<file path="src/rtl/bs_pkg.sv">
package bs_pkg;
    typedef enum logic [1:0] {
        MODE_PASS   = 2'd0,
        MODE_SAMPLE = 2'd1,
        MODE_EXTEST = 2'd2
    } bs_mode_e;
endpackage

</file>
<file path="src/rtl/bs_mode_ctl.sv">
module bs_mode_ctl
    import bs_pkg::*;
#(
    parameter int IR_W        = 4,
    parameter int CODE_EXTEST = 0,
    parameter int CODE_SAMPLE = 2
) (
    input  logic            tck,
    input  logic            trst_n,
    input  logic            tlr,
    input  logic [IR_W-1:0] ir,
    output logic            sel,
    output logic            ext
);
    bs_mode_e state_q, state_d;

    // next-state decode
    always_comb begin
        if (tlr)
            state_d = MODE_PASS;
        else if (ir == IR_W'(CODE_EXTEST))
            state_d = MODE_EXTEST;
        else if (ir == IR_W'(CODE_SAMPLE))
            state_d = MODE_SAMPLE;
        else
            state_d = MODE_PASS;
    end

    always_ff @(posedge tck or negedge trst_n) begin
        if (!trst_n) state_q <= MODE_PASS;
        else         state_q <= state_d;
    end

    // per-state outputs
    always_comb begin
        sel = 1'b0;
        ext = 1'b0;
        unique case (state_q)
            MODE_PASS:   begin sel = 1'b0; ext = 1'b0; end
            MODE_SAMPLE: begin sel = 1'b1; ext = 1'b0; end
            MODE_EXTEST: begin sel = 1'b1; ext = 1'b1; end
            default:     begin sel = 1'b0; ext = 1'b0; end
        endcase
    end

    AST_TLR_TO_PASS: assert property (@(posedge tck) disable iff (!trst_n)
        tlr |=> (!sel && !ext));

    AST_MODE_FOLLOWS_IR: assert property (@(posedge tck) disable iff (!trst_n)
        (!tlr && ir == IR_W'(CODE_EXTEST)) |=> (sel && ext));
endmodule

</file>
<file path="src/rtl/bs_cell_chain.sv">
module bs_cell_chain #(
    parameter int L  = 20,
    parameter int NI = 7
) (
    input  logic         tck,
    input  logic         trst_n,
    input  logic         tlr,
    input  logic         sel,
    input  logic         capture,
    input  logic         shift,
    input  logic         update,
    input  logic         tdi,
    input  logic [L-1:0] cap_in,
    output logic         tdo,
    output logic [L-1:0] upd
);
    logic [L-1:0] sr;
    logic [L-1:0] shin;

    for (genvar i = 0; i < L; i++) begin : g_cell
        logic cell_q;
        logic latch_q;

        if (i == L-1) begin : g_head
            assign shin[i] = tdi;
        end else begin : g_body
            assign shin[i] = sr[i+1];
        end

        always_ff @(posedge tck or negedge trst_n) begin
            if (!trst_n)                cell_q <= 1'b0;
            else if (tlr)               cell_q <= 1'b0;
            else if (sel && capture)    cell_q <= cap_in[i];
            else if (sel && shift)      cell_q <= shin[i];
        end

        always_ff @(posedge tck or negedge trst_n) begin
            if (!trst_n)                latch_q <= 1'b0;
            else if (tlr)               latch_q <= 1'b0;
            else if (sel && update)     latch_q <= cell_q;
        end

        assign sr[i]  = cell_q;
        assign upd[i] = latch_q;
    end

    assign tdo = sr[0];

    AST_TLR_CLEAR: assert property (@(posedge tck) disable iff (!trst_n)
        tlr |=> (upd == '0 && sr == '0));

    AST_UPD_HOLD: assert property (@(posedge tck) disable iff (!trst_n)
        (!(sel && update) && !tlr) |=> $stable(upd));

    AST_SHIFT_IN: assert property (@(posedge tck) disable iff (!trst_n)
        (sel && shift && !capture && !tlr) |=> (sr[L-1] == $past(tdi)));

    AST_SR_IDLE: assert property (@(posedge tck) disable iff (!trst_n)
        (!(sel && (capture || shift)) && !tlr) |=> $stable(sr));

    AST_CAPTURE_IN: assert property (@(posedge tck) disable iff (!trst_n)
        (sel && capture && !tlr) |=> (sr[NI-1:0] == $past(cap_in[NI-1:0])));
endmodule

</file>
<file path="src/rtl/bs_pad_mux.sv">
module bs_pad_mux #(
    parameter int NI = 7,
    parameter int NO = 7,
    parameter int NE = 6
) (
    input  logic          ext,
    input  logic [NI-1:0] upd_in,
    input  logic [NO-1:0] upd_out,
    input  logic [NE-1:0] upd_oe,
    input  logic [NI-1:0] pad_in,
    input  logic [NO-1:0] core_out,
    input  logic [NE-1:0] core_oe,
    output logic [NI-1:0] core_in,
    output logic [NO-1:0] pad_out,
    output logic [NE-1:0] pad_oe
);
    for (genvar k = 0; k < NI; k++) begin : g_in
        assign core_in[k] = ext ? upd_in[k] : pad_in[k];
    end
    for (genvar k = 0; k < NO; k++) begin : g_out
        assign pad_out[k] = ext ? upd_out[k] : core_out[k];
    end
    for (genvar k = 0; k < NE; k++) begin : g_oe
        assign pad_oe[k] = ext ? upd_oe[k] : core_oe[k];
    end
endmodule

</file>
<file path="src/rtl/bs_pad_chain.sv">
module bs_pad_chain #(
    parameter int N_GPIO      = 4,
    parameter int IR_W        = 4,
    parameter int CODE_EXTEST = 0,
    parameter int CODE_SAMPLE = 2
) (
    input  logic              tck,
    input  logic              trst_n,
    input  logic              tlr,
    input  logic [IR_W-1:0]   ir,
    input  logic              capture_dr,
    input  logic              shift_dr,
    input  logic              update_dr,
    input  logic              tdi,
    output logic              tdo,
    input  logic [N_GPIO-1:0] core_gpio_o,
    input  logic [N_GPIO-1:0] core_gpio_oe,
    output logic [N_GPIO-1:0] core_gpio_i,
    input  logic [N_GPIO-1:0] pad_gpio_i,
    output logic [N_GPIO-1:0] pad_gpio_o,
    output logic [N_GPIO-1:0] pad_gpio_oe,
    input  logic              core_tx,
    output logic              pad_tx,
    input  logic              pad_rx,
    output logic              core_rx,
    input  logic              core_sda_o,
    input  logic              core_sda_oe,
    output logic              core_sda_i,
    input  logic              pad_sda_i,
    output logic              pad_sda_o,
    output logic              pad_sda_oe,
    input  logic              core_scl_o,
    input  logic              core_scl_oe,
    output logic              core_scl_i,
    input  logic              pad_scl_i,
    output logic              pad_scl_o,
    output logic              pad_scl_oe
);
    localparam int NI = N_GPIO + 3;   // gpio, rx, sda, scl inputs
    localparam int NO = N_GPIO + 3;   // gpio, tx, sda, scl outputs
    localparam int NE = N_GPIO + 2;   // gpio, sda, scl enables
    localparam int L  = NI + NO + NE;

    logic          sel, ext;
    logic [L-1:0]  upd;
    logic [L-1:0]  cap_in;
    logic [NI-1:0] pad_in_v,  core_in_v;
    logic [NO-1:0] core_out_v, pad_out_v;
    logic [NE-1:0] core_oe_v,  pad_oe_v;

    assign pad_in_v   = {pad_scl_i, pad_sda_i, pad_rx, pad_gpio_i};
    assign core_out_v = {core_scl_o, core_sda_o, core_tx, core_gpio_o};
    assign core_oe_v  = {core_scl_oe, core_sda_oe, core_gpio_oe};
    assign cap_in     = {core_oe_v, core_out_v, pad_in_v};

    bs_mode_ctl #(
        .IR_W(IR_W), .CODE_EXTEST(CODE_EXTEST), .CODE_SAMPLE(CODE_SAMPLE)
    ) u_mode (
        .tck(tck), .trst_n(trst_n), .tlr(tlr), .ir(ir), .sel(sel), .ext(ext)
    );

    bs_cell_chain #(.L(L), .NI(NI)) u_chain (
        .tck(tck), .trst_n(trst_n), .tlr(tlr), .sel(sel),
        .capture(capture_dr), .shift(shift_dr), .update(update_dr),
        .tdi(tdi), .cap_in(cap_in), .tdo(tdo), .upd(upd)
    );

    bs_pad_mux #(.NI(NI), .NO(NO), .NE(NE)) u_mux (
        .ext(ext),
        .upd_in(upd[NI-1:0]),
        .upd_out(upd[NI+NO-1:NI]),
        .upd_oe(upd[L-1:NI+NO]),
        .pad_in(pad_in_v),
        .core_out(core_out_v),
        .core_oe(core_oe_v),
        .core_in(core_in_v),
        .pad_out(pad_out_v),
        .pad_oe(pad_oe_v)
    );

    assign core_gpio_i = core_in_v[N_GPIO-1:0];
    assign core_rx     = core_in_v[N_GPIO];
    assign core_sda_i  = core_in_v[N_GPIO+1];
    assign core_scl_i  = core_in_v[N_GPIO+2];
    assign pad_gpio_o  = pad_out_v[N_GPIO-1:0];
    assign pad_tx      = pad_out_v[N_GPIO];
    assign pad_sda_o   = pad_out_v[N_GPIO+1];
    assign pad_scl_o   = pad_out_v[N_GPIO+2];
    assign pad_gpio_oe = pad_oe_v[N_GPIO-1:0];
    assign pad_sda_oe  = pad_oe_v[N_GPIO];
    assign pad_scl_oe  = pad_oe_v[N_GPIO+1];
endmodule

</file>
<file path="config.mk">
export PLATFORM = sky130hd
export DESIGN_NAME = bs_pad_chain
export DESIGN_NICKNAME = d
export VERILOG_FILES = /design/src/rtl/bs_pkg.sv /design/src/rtl/bs_mode_ctl.sv /design/src/rtl/bs_cell_chain.sv /design/src/rtl/bs_pad_mux.sv /design/src/rtl/bs_pad_chain.sv
export SDC_FILE = /design/constraint.sdc
export NUM_CORES = 1
export LEC_CHECK = 0
export BUFFER_PORTS_ARGS = -buffer_cell sky130_fd_sc_hd__buf_2
export CORE_MARGIN = 2
export CORE_UTILIZATION = 59
export DETAILED_ROUTE_END_ITERATION = 7
export PLACE_DENSITY = 0.85
export SLEW_MARGIN = 20
export SYNTH_ARGS = -nofsm -noshare
export SYNTH_HDL_FRONTEND = slang
export SYNTH_SLANG_ARGS = --single-unit
</file>
<file path="constraint.sdc">
create_clock -name tck -period 2.8 [get_ports tck]
set_clock_uncertainty 0.05 [all_clocks]
set_input_delay 0 -clock tck [delete_from_list [all_inputs] [get_ports tck]]
set_output_delay 0 -clock tck [all_outputs]
set_load 0.05 [all_outputs]
</file>
==> results of run 1 <==
## flip-flops by register name, indices dropped and copies added (netlist names)
signal,count
u_chain.g_cell.cell_q,19
u_mode.state_q,2
u_chain.tdo,1
u_chain.g_cell.latch_q,20
## layer usage
metal  vias to the layer above  track usage, %
met3                         4            5.63
met1                       903            34.0
li1                        841               -
met5                         -               0
met4                         0            6.84
met2                        37            35.4
## critical path: stages (launching register included)
cell     delay (ns)
dfrtp_1        0.38
inv_1          0.06
ha_1           0.59
buf_4          0.29
mux2_2         0.34
buf_2          0.21
## layout make-up
type,count,area (um2),share of cell area [%]
Clock buffer,7,86.3,2.90
Clock inverter,1,5.00,0.168
Inverter,41,154,5.17
Multi-Input combinational cell,109,1280,42.9
Sequential cell,42,1050,35.3
Tap cell,52,65.1,2.19
Timing Repair Buffer,60,338,11.3
## cells in the final DEF, fill, tap and decap left out, drive strengths merged
cell / Yosys / layout
ha: 1 / 1
nor4: 1 / 1
o21ba: 1 / 1
clkbuf: 1 / 7
clkinv: 0 / 1
buf: 16 / 55
inv: 41 / 41
mux2: 20 / 20
mux2i: 20 / 20
nand2b: 20 / 20
o32ai: 40 / 40
nor2: 1 / 1
or3b: 1 / 1
or2: 1 / 1
and2: 1 / 1
dlygate4sd3: 0 / 5
nor2b: 2 / 2
dfrtp: 42 / 42
## worst max path at each step
stage                     slack (ns)              start  cells past startpoint                   endpoint
after CTS                       0.57  u_mode.state_q[0]                      5              pad_gpio_o[2]
after floorplan                 1.37  u_mode.state_q[0]                      5  u_chain.g_cell[0].latch_q
after global placement          0.95  u_mode.state_q[0]                      5              pad_gpio_o[2]
final                           0.59  u_mode.state_q[0]                      5              pad_gpio_o[2]
after global routing            0.45  u_mode.state_q[0]                      5                 core_scl_i
after detailed placement        0.90  u_mode.state_q[0]                      5              pad_gpio_o[2]
## kinds of logic (layout without fill, tap and decap cells)
group,after synthesis,count (layout),share of synthesized area [%]
AO/OA/AOI/OAI,41,41,25.3
flip-flops,42,42,40.3
adder cells (fa/ha/maj),1,1,0.479
AND/OR/NAND/NOR,27,27,6.66
multiplexers,40,40,16.3
buffers and inverters,60,109,11.0
## per-stage QoR
step / util, % / hold slack [ns]
finish: 69.3 / 0.0404
detailed placement: 66.0 / 0.119
floorplan: - / -0.346
global placement: 66.0 / 0.113
global route: 69.3 / 0.0345
CTS: 69.3 / 0.0424
## power groups by stage
stage,sequential [uW],combinational (uW),clock [uW]
2_1_floorplan,625,152,0
3_3_place_gp,625,214,0
3_5_place_dp,626,217,0
4_1_cts,614,221,416
5_1_grt,614,235,445
6_report,614,220,406
## what timing repair did
action,4_1_cts,5_1_grt
endpoints found under the hold margin,44,0
hold buffers,5,0
gates resized for setup,0,0
==> impl_metrics.py, run 1 <==
metrics = {
    "outcome": {
        "status": "complete, no violations",
    },
    "sta": {
        "finalCriticalPeriod_ns": 2.21,
        "hold_viol_final": 0,
        "finalSetupViolations": 0,
        "tightest_slew_ns": 0.875,
        "setup_ws_ns": 0.587,
        "max_slew_margin_pct": 41.6,
        "clock.fmax_mhz": 452,
        "slew_violations": 0,
        "rsz0062_at_grt": "no",
        "finalCritPeriodShare_pct": 79.0,
        "fin_tns_setup_ns": 0,
    },
    "placed_design": {
        "place_inst": 299,
        "dpl.hpwl_um": 3530,
        "gp_congestion": 0.717,
        "post-place-ws_ns": 0.896,
        "port_buffers": 51,
        "place_area_um2": 2830,
    },
    "critical_path": {
        "r2r_end": "u_chain.g_cell[10].cell_q",
        "arrival_ns": 2.16,
        "end_kind": "output port",
        "r2r_slack_ns": 0.97,
        "ff2ff_path_depth": 4,
        "rr_startpoint": "u_mode.state_q[0]",
        "cp-start-kind": "register",
        "critical_path_required_ns": 2.75,
        "critPathMaxFanout": 14,
        "crit_type": "reg -> out",
    },
    "synthesis": {
        "synth_top_area_share_pct": 40.3,
        "ys_ff_latch": 42,
        "yosysWarnings": 0,
        "netlist_instances": 211,
        "syn_area_um2": 2610,
        "synth_edf_count": 0,
        "synthTopCellsByArea": "dfrtp_1, o32ai_2, mux2_2, mux2i_1, inv_1",
        "seq_area_frac_synth_pct": 40.3,
        "synthArstFlopShare_pct": 100,
        "synthesis.nets": 243,
        "synthFlopType": "dfrtp_1",
        "yosysMostFrequentCell": "dfrtp_1",
        "synthTopCellsByCount": "dfrtp_1, inv_1, o32ai_2",
        "yosysUniqueCellTypes": 19,
        "avgSynthCellArea_um2": 12.4,
        "synth.largest_area_cell": "dfrtp_1",
    },
    "final_layout": {
        "fill_cells": 333,
        "layoutNonFillerInstCount": 312,
        "num_antenna_cells": 0,
        "drive_above_1_share_pct": 48.8,
        "syn2layout_area_growth_pct": 14.0,
        "final_nets": 291,
        "design_area_um2": 2980,
    },
    "global_route": {
        "grt_pass1_wl_um": 8990,
        "antenna_found_initial": 0,
        "grt_pass1_vias": 1790,
        "grt_max_degree": 44,
        "grt.total_usage_pct": 23.5,
        "grt_overflow": 0,
    },
    "power_and_ir_drop": {
        "total_power_uw": 1240,
        "seqPwrFrac_pct": 49.5,
        "p_per_area_nw_per_um2": 417,
        "comb_power_share_pct": 17.8,
        "p_int_uw": 881,
        "ir_drop_uv": 264,
        "p_sw_uw": 359,
        "p_sw_share_pct": 28.9,
        "p_leak_uw": 0.00123,
        "clock_power_share_pct": 32.8,
    },
    "die": {
        "dieArea_um2": 4970,
        "core-area_um2": 4290,
        "die_y_um": 70.5,
        "die_w_um": 70.5,
        "io_pins": 52,
        "start_util_pct": 60.8,
        "rows": 24,
    },
    "detailed_routing": {
        "vias": 1785,
        "dr.max_layer_used": "met4",
        "drc": 0,
        "first_pass_iters": 4,
        "met3_length_um": 207,
        "wl_per_cell_um": 17.5,
        "drt-met1-wl_um": 2480,
        "drt-initial-drc-count": 131,
        "ant_nets": 0,
        "routed_wl_um": 5460,
        "wl_met2_um": 2720,
        "avgViaCountPerCell": 5.72,
    },
    "clock_network": {
        "cts_tree": "done",
        "post_cts_buffers": 0,
        "htree_num_levels": 2,
        "clockBufferDepth": 2,
        "clkTransAtPathRegs_ns": 0.08,
        "numCtsBuffers": 5,
        "clock-sinks": 42,
        "clkLatencyLatePin_ns": 0.29,
        "cts-root-buf": "clkbuf_8",
    },
    "worst_hold_path": {
        "hp-start": "core_gpio_oe[1]",
        "hold_depth": 3,
        "worstHoldEndpoint": "u_chain.g_cell[15].cell_q",
        "min_path_type": "in -> reg",
    },
    "run": {
        "drv_cap": 0,
    },
}
Note: power is estimated with default switching activity, not from simulation.
==> run 2: changes to the inputs <==
--- a/config.mk
+++ b/config.mk
@@ -7,9 +7,9 @@
 export LEC_CHECK = 0
 export BUFFER_PORTS_ARGS = -buffer_cell sky130_fd_sc_hd__buf_2
 export CORE_MARGIN = 2
-export CORE_UTILIZATION = 59
+export CORE_UTILIZATION = 50
 export DETAILED_ROUTE_END_ITERATION = 7
-export PLACE_DENSITY = 0.85
+export PLACE_DENSITY = 0.76
 export SLEW_MARGIN = 20
 export SYNTH_ARGS = -nofsm -noshare
 export SYNTH_HDL_FRONTEND = slang
==> constraint.sdc (replaced) <==
create_clock -name tck -period 2 [get_ports tck]
set_clock_uncertainty 0.05 [all_clocks]
set_input_delay 0 -clock tck [delete_from_list [all_inputs] [get_ports tck]]
set_output_delay 0 -clock tck [all_outputs]
set_load 0.05 [all_outputs]
==> impl_metrics.py, run 2 (synthesized netlist as in run 1, its figures left out) <==
metrics = {
    "sta": {
        "tightest_slew_ns": 0.721,
        "setup_ws_ns": 0.291,
        "finalCritPeriodShare_pct": 85.4,
        "clock.fmax_mhz": 585,
        "max_slew_margin_pct": 51.8,
        "hold_viol_final": 0,
        "fin_tns_setup_ns": 0,
        "finalSetupViolations": 0,
        "finalCriticalPeriod_ns": 1.71,
        "slew_violations": 0,
        "rsz0062_at_grt": "no",
    },
    "critical_path": {
        "critical_path_required_ns": 1.95,
        "cp-start-kind": "register",
        "crit_type": "reg -> out",
        "arrival_ns": 1.66,
        "critPathMaxFanout": 11,
        "end_kind": "output port",
    },
    "clock_network": {
        "clkLatencyLatePin_ns": 0.30,
        "htree_num_levels": 2,
        "clkTransAtPathRegs_ns": 0.08,
        "clockBufferDepth": 2,
        "cts_tree": "done",
        "clock-sinks": 42,
        "post_cts_buffers": 0,
        "numCtsBuffers": 5,
        "cts-root-buf": "clkbuf_8",
    },
    "global_route": {
        "grt_overflow": 0,
        "antenna_found_initial": 0,
        "grt.total_usage_pct": 19.3,
        "grt_pass1_wl_um": 9030,
        "grt_max_degree": 41,
        "grt_pass1_vias": 1847,
    },
    "worst_hold_path": {
        "min_path_type": "in -> reg",
    },
    "placed_design": {
        "post-place-ws_ns": 0.391,
        "dpl.hpwl_um": 3580,
        "gp_congestion": 0.743,
        "port_buffers": 51,
    },
    "detailed_routing": {
        "drt-initial-drc-count": 37,
        "wl_per_cell_um": 15.4,
        "vias": 1762,
        "avgViaCountPerCell": 5.26,
        "drc": 0,
        "dr.max_layer_used": "met4",
        "met3_length_um": 164,
        "drt-met1-wl_um": 2400,
        "first_pass_iters": 4,
        "ant_nets": 0,
        "routed_wl_um": 5150,
        "wl_met2_um": 2530,
    },
    "final_layout": {
        "drive_above_1_share_pct": 49.8,
        "final_nets": 296,
        "final_cell_mix": "buf_2, dfrtp_1, inv_1, o32ai_2",
        "largest_reg_flops": 20,
        "postLayoutCoreUtil_pct": 60.1,
        "syn2layout_area_growth_pct": 16.9,
        "top_regs": "u_chain.g_cell.latch_q (20), u_chain.g_cell.cell_q (19), u_mode.state_q (2)",
        "final_common_cell": "buf_2",
        "largest_register": "u_chain.g_cell.latch_q",
        "num_antenna_cells": 0,
    },
    "die": {
        "rows": 26,
        "die_y_um": 76.3,
        "io_pins": 52,
        "dieArea_um2": 5810,
        "core-area_um2": 5070,
        "start_util_pct": 51.4,
        "die_w_um": 76.3,
    },
    "outcome": {
        "status": "complete, no violations",
    },
    "power_and_ir_drop": {
        "ir_drop_uv": 303,
        "p_leak_uw": 0.00125,
        "p_per_area_nw_per_um2": 571,
        "total_power_uw": 1740,
    },
    "run": {
        "drv_cap": 0,
    },
}
==> run 2: path summary, 6_finish.rpt <==
| path | from | endpoint | slack [ns] | cells past startpoint |
|---|---|---|---|---|
| max | u_mode.state_q[0] | pad_scl_o | 0.29 | 5 |
| min reg2reg | u_chain.g_cell[12].cell_q | u_chain.g_cell[12].latch_q | 0.49 | 2 |
| min | pad_scl_i | u_chain.g_cell[6].cell_q | 0.05 | 3 |
| min in group asynchronous | trst_n | u_chain.g_cell[14].latch_q | 0.07 | 2 |
| max in group asynchronous | trst_n | u_chain.g_cell[1].latch_q | 1.29 | 3 |
| max reg2reg | u_mode.state_q[0] | u_chain.g_cell[9].cell_q | 0.40 | 5 |
==> run 2: power by group <==
group	switching, uW	internal, uW
Clock	291	279
Sequential	4.73	854
Combinational	207	106
==> run 2: final cells by class <==
cell class,instances,area (um2)
clock inverters,1,5.00
inverters,41,154
flip-flops and latches,42,1050
fillers,463,2020
clock buffers,7,86.3
multi-input cells,109,1280
well taps,70,87.6
repair buffers,65,385
==> run 2: timing repair <==
item	CTS	global route
endpoints found under the hold margin	44	0
hold buffers	5	0
resized for setup	0	0
==> run 2: per-layer routing <==
metal	global-route usage (%)	vias up
met5	0	-
met1	26.1	872
met2	31.9	33
met3	3.67	7
li1	-	850
met4	5.45	0
==> run 2: worst max-delay path, stage by stage, from the launching register on <==
cell	delay (ns)
dfrtp_1	0.36
inv_1	0.05
ha_1	0.16
buf_4	0.22
mux2_2	0.35
buf_2	0.21
==> run 2: through the flow <==
stage	hold WS, ns	cell area (um2)	instances
2_1_floorplan	-0.346	2610	211
3_3_place_gp	-0.137	2910	322
3_5_place_dp	-0.131	2910	322
4_1_cts	0.0450	3050	335
5_1_grt	0.0536	3050	335
6_report	0.0459	3050	335
